**src/rtl/pm_clkdiv.sv**
```systemverilog
module pm_clkdiv #(
  parameter int DIV = 256
) (
  input  logic clk,
  input  logic rst_n,
  input  logic wr_en,
  input  logic wr_lp_mode,
  input  logic wr_fast_wake,
  input  logic ser_busy,
  input  logic irq_pend,
  output logic sys_ce,
  output logic lp_mode,
  output logic fast_wake
);
  localparam int CW = (DIV > 2) ? $clog2(DIV) : 1;
  localparam logic [CW-1:0] LAST = CW'(DIV - 1);

  logic [CW-1:0] cnt;
  logic          blocked;
  logic          wake_trip;

  assign blocked   = ser_busy | irq_pend;
  assign wake_trip = fast_wake & lp_mode & blocked;
  assign sys_ce    = ~lp_mode | (cnt == LAST);

  always_ff @(posedge clk) begin
    if (!rst_n) begin
      lp_mode   <= 1'b0;
      fast_wake <= 1'b0;
    end else begin
      if (wr_en) fast_wake <= wr_fast_wake;
      if (wake_trip)
        lp_mode <= 1'b0;
      else if (wr_en) begin
        if (!wr_lp_mode)   lp_mode <= 1'b0;
        else if (!blocked) lp_mode <= 1'b1;
      end
    end
  end

  always_ff @(posedge clk) begin
    if (!rst_n || !lp_mode || cnt == LAST) cnt <= '0;
    else                                   cnt <= cnt + 1'b1;
  end

  p_accept_r1: assert property (@(posedge clk) disable iff (!rst_n)
    (wr_en && wr_lp_mode && !ser_busy && !irq_pend) |=> lp_mode);

  p_entry_quiet_r2: assert property (@(posedge clk) disable iff (!rst_n)
    $rose(lp_mode) |-> !sys_ce);

  p_single_pulse_r2: assert property (@(posedge clk) disable iff (!rst_n)
    (lp_mode && sys_ce) |=> (!sys_ce || !lp_mode));

  p_full_rate_r3: assert property (@(posedge clk) disable iff (!rst_n)
    !lp_mode |-> sys_ce);

  p_write_exit_r3: assert property (@(posedge clk) disable iff (!rst_n)
    (wr_en && !wr_lp_mode) |=> (!lp_mode && sys_ce));

  p_refuse_r5: assert property (@(posedge clk) disable iff (!rst_n)
    (!lp_mode && (ser_busy || irq_pend)) |=> !lp_mode);

  p_wake_load_r6: assert property (@(posedge clk) disable iff (!rst_n)
    wr_en |=> (fast_wake == $past(wr_fast_wake)));

  p_fast_exit_r7: assert property (@(posedge clk) disable iff (!rst_n)
    (fast_wake && lp_mode && (ser_busy || irq_pend)) |=> (!lp_mode && sys_ce));

  p_hold_r8: assert property (@(posedge clk) disable iff (!rst_n)
    (lp_mode && !fast_wake && !wr_en) |=> lp_mode);
endmodule

```
**config.mk**
```make
export PLATFORM = sky130hd
export DESIGN_NAME = pm_clkdiv
export DESIGN_NICKNAME = d
export VERILOG_FILES = /design/src/rtl/pm_clkdiv.sv
export SDC_FILE = /design/constraint.sdc
export NUM_CORES = 1
export LEC_CHECK = 0
export BUFFER_PORTS_ARGS = -buffer_cell sky130_fd_sc_hd__buf_2
export CAP_MARGIN = 20
export CORE_AREA = 2 2 39 41
export DETAILED_ROUTE_END_ITERATION = 16
export DIE_AREA = 0 0 41 43
export GPL_TIMING_DRIVEN = 1
export PLACE_DENSITY = 0.51
export SLEW_MARGIN = 40
export SYNTH_ARGS = -nofsm -noshare
export SYNTH_HDL_FRONTEND = slang
export SYNTH_SLANG_ARGS = --single-unit
```
**constraint.sdc**
```tcl
create_clock -name clk -period 2.1 [get_ports clk]
set_input_delay 0.21 -clock clk [delete_from_list [all_inputs] [get_ports clk]]
set_output_delay 0.21 -clock clk [all_outputs]
set_load 0.005 [all_outputs]
```
### Word-level counts from Yosys, hierarchy flattened

Index checks and enable logic that the tools add are counted.

| word-level totals | value |
|---|---|
| bits in registers | 10 |
| input port bits | 7 |
| output and inout port bits | 3 |
| word-level logic and storage cells | 20 |

| cells by class | value |
|---|---|
| add/sub/neg operators | 1 |
| eq/ne operators | 2 |
| muxes and demuxes | 2 |
| bitwise logic cells | 6 |
| reductions and logical operators | 6 |

Operator list:

| cell | number |
|---|---|
| $add A8 B1 Y8 const B | 1 |
| $eq A8 B8 Y1 const B | 1 |
| $and A1 B1 Y1 | 2 |
| $logic_not A1 Y1 | 2 |
| $logic_or A1 B1 Y1 | 2 |
| $mux W1 | 2 |
| $ne A2 B2 Y1 const B | 1 |
| $not A1 Y1 | 2 |
| $or A1 B1 Y1 | 2 |
| $reduce_and A2 Y1 | 1 |
| $reduce_or A2 Y1 | 1 |

### Logic depth before layout (Yosys ltp)

Gate-level depths: netlist of the first run.

| depth | value |
|---|---|
| depth in word-level cells | 3 |
| depth in mapped cells | 4 |
| mapped depth without buffers | 4 |

### Least setup slack after synthesis of the first run

No wires, ideal clock.

| timing path | value |
|---|---|
| path type | register to register |
| start point | register cnt[0] |
| end point | register cnt[2] |
| setup time | 0.127 ns |
| data arrival time | 1.038 ns |
| data required time | 1.973 ns |
| slack | 0.935 ns |
| stages on the path, launching flop included | 5 |
| buffers on the path | 0 |
| clock period less this slack | 1.165 ns |
| cell sequence | dfxtp_1 > ha_1 > nand4_1 > o211ai_2 > nor2_1 |

| between the ends | value |
|---|---|
| word-level cells in the longest chain between the ends | 2 |
| elaborated cells on any way between the ends | 3 |
| those cells by class | 1 x add/sub; 1 x eq/ne; 1 x reduce/logical |

Ends and longest elaborated chain:

| item | RTL line | source |
|---|---|---|
| start, declared | 18 | `logic [CW-1:0] cnt;` |
| start signal, assigned | 43 | `else cnt <= cnt + 1'b1;` |
| branches (longest 2 deep; another with $add A8 B1 Y8) | - |  |

Several ways; the timed one is not identified.
A chain may end at the register's enable or synchronous reset.

### Final worst setup path of the first run

| timing path | value |
|---|---|
| start point | register cnt[0] |
| end point | output sys_ce |

| between the ends | value |
|---|---|
| word-level cells in the longest chain between the ends | 2 |

Ends and longest elaborated chain:

| item | RTL line | source |
|---|---|---|
| $eq A8 B8 Y1 | 24 | `assign sys_ce = ~lp_mode \| (cnt == LAST);` |
| $or A1 B1 Y1 | 24 |  |
| end, declared | 11 | `output logic sys_ce,` |

No other way between the ends.

==> results of run 1 <==
-- critical path, delay by kind of cell, from the launching register on --
kind	cells	cell delay (ns)
AOI/OAI and AO/OA	1	0.17
and+or+nand+nor	1	0.15
adders and majority gates	1	0.25
buffers and inverters	1	0.13
DFF	1	0.38
-- final timing paths --
kind           from       to  slack [ns]  cells past startpoint
max          cnt[0]   sys_ce        0.54                      4
min           rst_n  lp_mode        0.21                      3
max reg2reg  cnt[0]   cnt[2]        0.77                      4
min reg2reg  cnt[0]   cnt[0]        0.48                      1
-- placed cells by master, fill, tap and decap left out, drive strengths merged, types with 2 or more instances in the layout --
cell type / n
buf: 9
o21ai: 5
clkbuf: 4
nand3: 4
nand4: 2
nand2: 2
dfxtp: 10
xor2: 2
a21oi: 4
or3: 3
nor2: 7
-- power groups by stage --
stage / logic, mW / registers (mW) / clock network [mW]
2_1_floorplan: 0.00678 / 0.198 / 0
3_3_place_gp: 0.0171 / 0.198 / 0
3_5_place_dp: 0.0173 / 0.198 / 0
4_1_cts: 0.0174 / 0.194 / 0.180
5_1_grt: 0.0196 / 0.194 / 0.192
6_report: 0.0169 / 0.194 / 0.174
-- area by class of cell --
cell class / instances / area, um2
Timing Repair Buffer: 9 / 45.04
Clock buffer: 4 / 36.28
Tap cell: 16 / 20.02
Inverter: 1 / 3.754
Sequential cell: 10 / 200.2
Fill cell: 154 / 864.6
Multi-Input combinational cell: 35 / 214.0
-- flip-flops by register name (all words and copies together), names as in the netlist --
name	cells
cnt	8
lp_mode	1
fast_wake	1
-- cells by family after synthesis --
kind of cell,count (synthesis),share of synthesized area (%)
xor gates and xnor gates,3,6.289
muxes,1,2.395
DFF,10,47.90
buffers and inverters,1,0.8973
AOI/OAI and AO/OA,10,13.77
adders and majority gates,1,2.994
and+or+nand+nor,20,25.75
-- per-layer routing --
metal / up-vias / track usage, %
met1: 149 / 16.39
li1: 188 / -
met2: 2 / 15.63
met3: 0 / 3.141
met4: 0 / 8.000
met5: - / 0
-- per-stage QoR --
step           cells  power [mW]  area (um2)  setup slack, ns  hold slack [ns]
6_report          75      0.3845       519.2           0.5427           0.2091
3_3_place_gp      71      0.2152       483.0           0.8172           0.4487
3_5_place_dp      71      0.2154       483.0           0.7637           0.4594
2_1_floorplan     46      0.2048       417.9           0.9347           0.3382
4_1_cts           75      0.3906       519.2           0.5139           0.2072
5_1_grt           75      0.4053       519.2           0.3980           0.2232
==> summary.txt, run 1 <==
Critical path
  – Critical Path End Type: primary output
  – Required @ worst endpoint: between 1.5 and 2 ns
  – Critical path arrival: ~1.4 ns
  – Worst setup path class: flop to primary output
  – Slowest CP cell: dfxtp_1
  – Slowest cell delay on critical path: between 0.3 and 0.4 ns
  – Setup crit start kind: flop
  – Worst Path Max Fanout: 4
  – CP Cell Sequence: ha_1, nand4_1, o21ai_0, buf_2

Floorplan
  – Die X: ~40 um
  – Initial Utilization: a little under a third
  – Die height: roughly 43 um
  – IO Count: 10
  – Core area: 1384 um2
  – Die area: 1763 um2
  – Row cnt: 14

Logic synthesis
  – Area of the mapped netlist: roughly 420 um2
  – Mapped Cells: 46
  – Seq/Total Area, Yosys: a little under half
  – Main area contributors after synthesis: dfxtp_1, nor2_1, o21ai_0
  – Yosys warns: 0
  – EDFF count, synth: 0
  – Synth top area share: 47.90%
  – Post-synth top cells: dfxtp_1, nor2_1, o21ai_0
  – Synth area leader: dfxtp_1
  – Syn Nets: 54
  – Post-synthesis register bit count: 10
  – Count leader, synth: dfxtp_1
  – Main synth FF type: dfxtp_1
  – Post-synthesis cell type count: 17
  – Syn_area_per_cell: just over 9 um2
  – Ys async rst share: 0%

Clock tree
  – CTS tree: yes
  – Post-CTS sizing: 0
  – Clk_lat worst skew: around 0.26 ns
  – CTS Buffer Depth: 2
  – CTS root buffer: clkbuf_4
  – Clk slew on worst S/H paths: 0.07 ns
  – Setup bufs post-CTS: 0
  – CTS H-Tree Depth: 1
  – Num CTS Buffers: 3
  – Post-CTS Hold Fix Bufs: 0
  – Clock sinks: 10

Power and ir drop
  – Worst vdd ir: about 0.44 mV
  – Leakage dissipation: between 0.15 and 0.2 nW
  – Clock power share: a little under half
  – PwrDens: approximately 740 nW/um2
  – Total net switching power: about 78 uW
  – Internal Pwr Total: about 300 uW
  – Sw Share: 20.34%
  – Comb power frac: 4.4%
  – Register share of total power: between 50 and 60%

STA
  – Final worst path period need: between 1.5 and 2 ns
  – Final worst-path cycle share: about three quarters
  – Final setup vio count: 0
  – Max-slew violations: 0
  – Final Hold Vio Count: 0
  – Setup TNS: 0 ns
  – RSZ-0062 raised after global routing: no
  – Max frequency: between 0.6 and 0.7 GHz
  – Max-Slew Margin vs Limit: around 76%
  – Worst Max-Slew Pin Slew: 0.3662 ns
  – Worst clock skew: approximately 0.0031 ns

Job
  – Max-cap viol count: 0

Global routing
  – Total track usage: about an eighth
  – Number of global-route vias before repair: 359
  – Initial antenna violation count: 0
  – First-pass GRT wire length: roughly 1400 um
  – Largest net degree at the start of global routing: 9
  – GRT Residual Overflow: 0

Route
  – Highest Signal Layer: met3
  – Overall via count from detail_route: ~340
  – Post-DR vias/cell: about 4.5
  – Met1 WL: between 300 and 400 um
  – Total wire length: 766 um
  – Drt pass-1 iters: 4
  – Post-route ant nets: 0
  – DRC errors left: 0
  – Met2 WL: ~370 um
  – First DRT Iteration DRCs: 8
  – Met3 WL: 3 um
  – Avg WL per Cell: 10.21 um

Place
  – Hpwl dp: around 570 um
  – RD Place Congestion: 0.6548
  – Buffers on Ports: 9

Worst hold path
  – Hold Path Class: input pin to flop

Finish
  – Utilization after layout: 37.52%
  – Synthesis-to-layout area growth: 24.25%
  – Layout cells sized above 1: 27.12%
  – NumNets Final: 68
  – N_diodes: 0

Status
  – Status: completed
Power figures use the tool's default switching activity.
==> run 2, diff against run 1 <==
Clock period 2.1 ns to 1.5 ns, I/O delays scaled along.
==> summary.txt, run 2 (synthesis results as in run 1) <==
Status
  – Status: completed

Clock tree
  – CTS Buffer Depth: 2
  – CTS H-Tree Depth: 1
  – CTS tree: yes
  – Num CTS Buffers: 3
  – Post-CTS Hold Fix Bufs: 0
  – CTS root buffer: clkbuf_4
  – Clk slew on worst S/H paths: roughly 0.07 ns
  – Clock sinks: 10
  – Clk_lat worst skew: around 0.26 ns
  – Setup bufs post-CTS: 0

Power and ir drop
  – Register share of total power: 50.7%
  – PwrDens: ~1000 nW/um2
  – Comb power frac: between 4 and 5%
  – Worst vdd ir: ~0.53 mV
  – Total net switching power: 106.4 uW
  – Leakage dissipation: ~0.19 nW
  – Sw Share: 19.86%
  – Clock power share: between 40 and 50%
  – Internal Pwr Total: about 430 uW

Critical path
  – Slowest CP cell: dfxtp_1
  – Critical Path End Type: primary output
  – R2R depth: 4
  – Critical path arrival: 1.22 ns
  – CP Cell Sequence: ha_4, nand4_1, o21ai_1, buf_2
  – Critical Path Stages: 4
  – Slowest cell delay on critical path: 0.38 ns
  – Worst path buffer plus inverter count: 1
  – Worst R2R Setup Slack: ~0.25 ns
  – Worst setup path class: flop to primary output
  – Worst Path Max Fanout: 4
  – Required @ worst endpoint: ~1.4 ns
  – Setup crit start kind: flop
  – CP delay by family, top: flip-flops

STA
  – Final Hold Vio Count: 0
  – Setup TNS: 0 ns
  – RSZ-0062 raised after global routing: no
  – Final worst path period need: ~1.4 ns
  – Max-Slew Margin vs Limit: between 70% and 80%
  – Max frequency: around 0.73 GHz
  – Max-slew violations: 0
  – Worst Max-Slew Pin Slew: 0.3711 ns
  – Final setup vio count: 0
  – Final worst-path cycle share: between 90% and 100%
  – Worst clock skew: 0.003214 ns
  – Hold Slack: approximately 0.15 ns

Finish
  – Final Cell Area: between 500 and 600 um2
  – Fillers: around 150
  – Biggest regs: cnt x8, fast_wake x1, lp_mode x1
  – Layout cells sized above 1: 30.51%
  – N_diodes: 0
  – Largest register FFs: 8
  – Largest Register: cnt
  – NumNets Final: 68
  – Synthesis-to-layout area growth: 27.54%
  – Commonest cells after routing, fill and taps aside: dfxtp_1, buf_2, nor2_1

Floorplan
  – Die X: 41 um
  – Row cnt: 14
  – IO Count: 10
  – Die area: 1763 um2
  – Initial Utilization: between 30% and 40%
  – Die height: between 40 and 50 um
  – Core area: ~1400 um2

Global routing
  – GRT Residual Overflow: 0
  – First-pass GRT wire length: ~1400 um
  – Total track usage: 11.72%
  – Initial antenna violation count: 0
  – Largest net degree at the start of global routing: 9
  – Number of global-route vias before repair: roughly 360

Route
  – Met1 WL: roughly 360 um
  – Met3 WL: 12 um
  – DRC errors left: 0
  – Overall via count from detail_route: 350
  – First DRT Iteration DRCs: 10
  – Post-route ant nets: 0
  – Avg WL per Cell: 9.733 um
  – Drt pass-1 iters: 4
  – Total wire length: ~730 um
  – Highest Signal Layer: met4
  – Post-DR vias/cell: roughly 4.7
  – Met2 WL: ~350 um

Worst hold path
  – Hold path depth: 3
  – Hold Path Class: input pin to flop

Place
  – RD Place Congestion: between 0.6 and 0.7
  – Buffers on Ports: 9
  – Area after DPL: roughly 480 um2
  – Hpwl dp: between 500 and 600 um

Job
  – Max-cap viol count: 0
==> run 2: changes by cell type in the layout (fill, tap and decap cells not counted) <==
cell / change
dfxtp_2: +1
ha_4: +1
dfxtp_1: -1
o21ai_0: -1
ha_1: -1
o21ai_1: +1
==> run 2: what timing repair did <==
item / CTS / global route
pin swaps: 0 / 0
resized for setup: 1 / 3
endpoints found under the setup margin: 1 / 1
==> run 2: power groups by stage <==
stage	Clock, mW	Sequential, mW	Combinational [mW]
floorplan	0	0.277	0.00949
global placement	0	0.277	0.0240
detailed placement	0	0.277	0.0241
CTS	0.251	0.271	0.0243
global route	0.263	0.272	0.0276
finish	0.240	0.272	0.0240
==> run 2: worst paths after layout <==
path | start | to
worst max-delay path | cnt[1] | sys_ce
worst min-delay path | rst_n | lp_mode
worst max register to register | cnt[1] | cnt[2]
worst min register to register | cnt[0] | cnt[0]
==> run 2: final cells by class <==
cell class,instances,area [um2],share of cell area (%)
clock buffers,4,36.28,6.808
inverters,1,3.754,0.7042
multi-input cells,35,226.5,42.49
flip-flops and latches,10,201.4,37.79
well taps,16,20.02,3.756
repair buffers,9,45.04,8.451
==> run 2: worst register-to-register path, cell delays in order, from the launching register on <==
cell      delay (ns)
dfxtp_1         0.38
ha_4            0.17
nand4_1         0.13
o211ai_2        0.35
nor2_1          0.09
==> run 2: stage by stage <==
stage	instances	setup slack [ns]	util (%)	total power, mW
2_1_floorplan	46	0.3347	-	0.2867
3_3_place_gp	71	0.2171	34.90	0.3013
3_5_place_dp	71	0.1668	34.90	0.3014
4_1_cts	75	0.01164	37.70	0.5464
5_1_grt	75	0.02187	38.52	0.5627
6_report	75	0.1289	38.52	0.5358
==> run 2: metal layers <==
layer  up-vias  GRT usage (%)
met5         -              0
met3         2          3.141
met4         0          10.00
met1       156          14.75
li1        188              -
met2         4          15.63
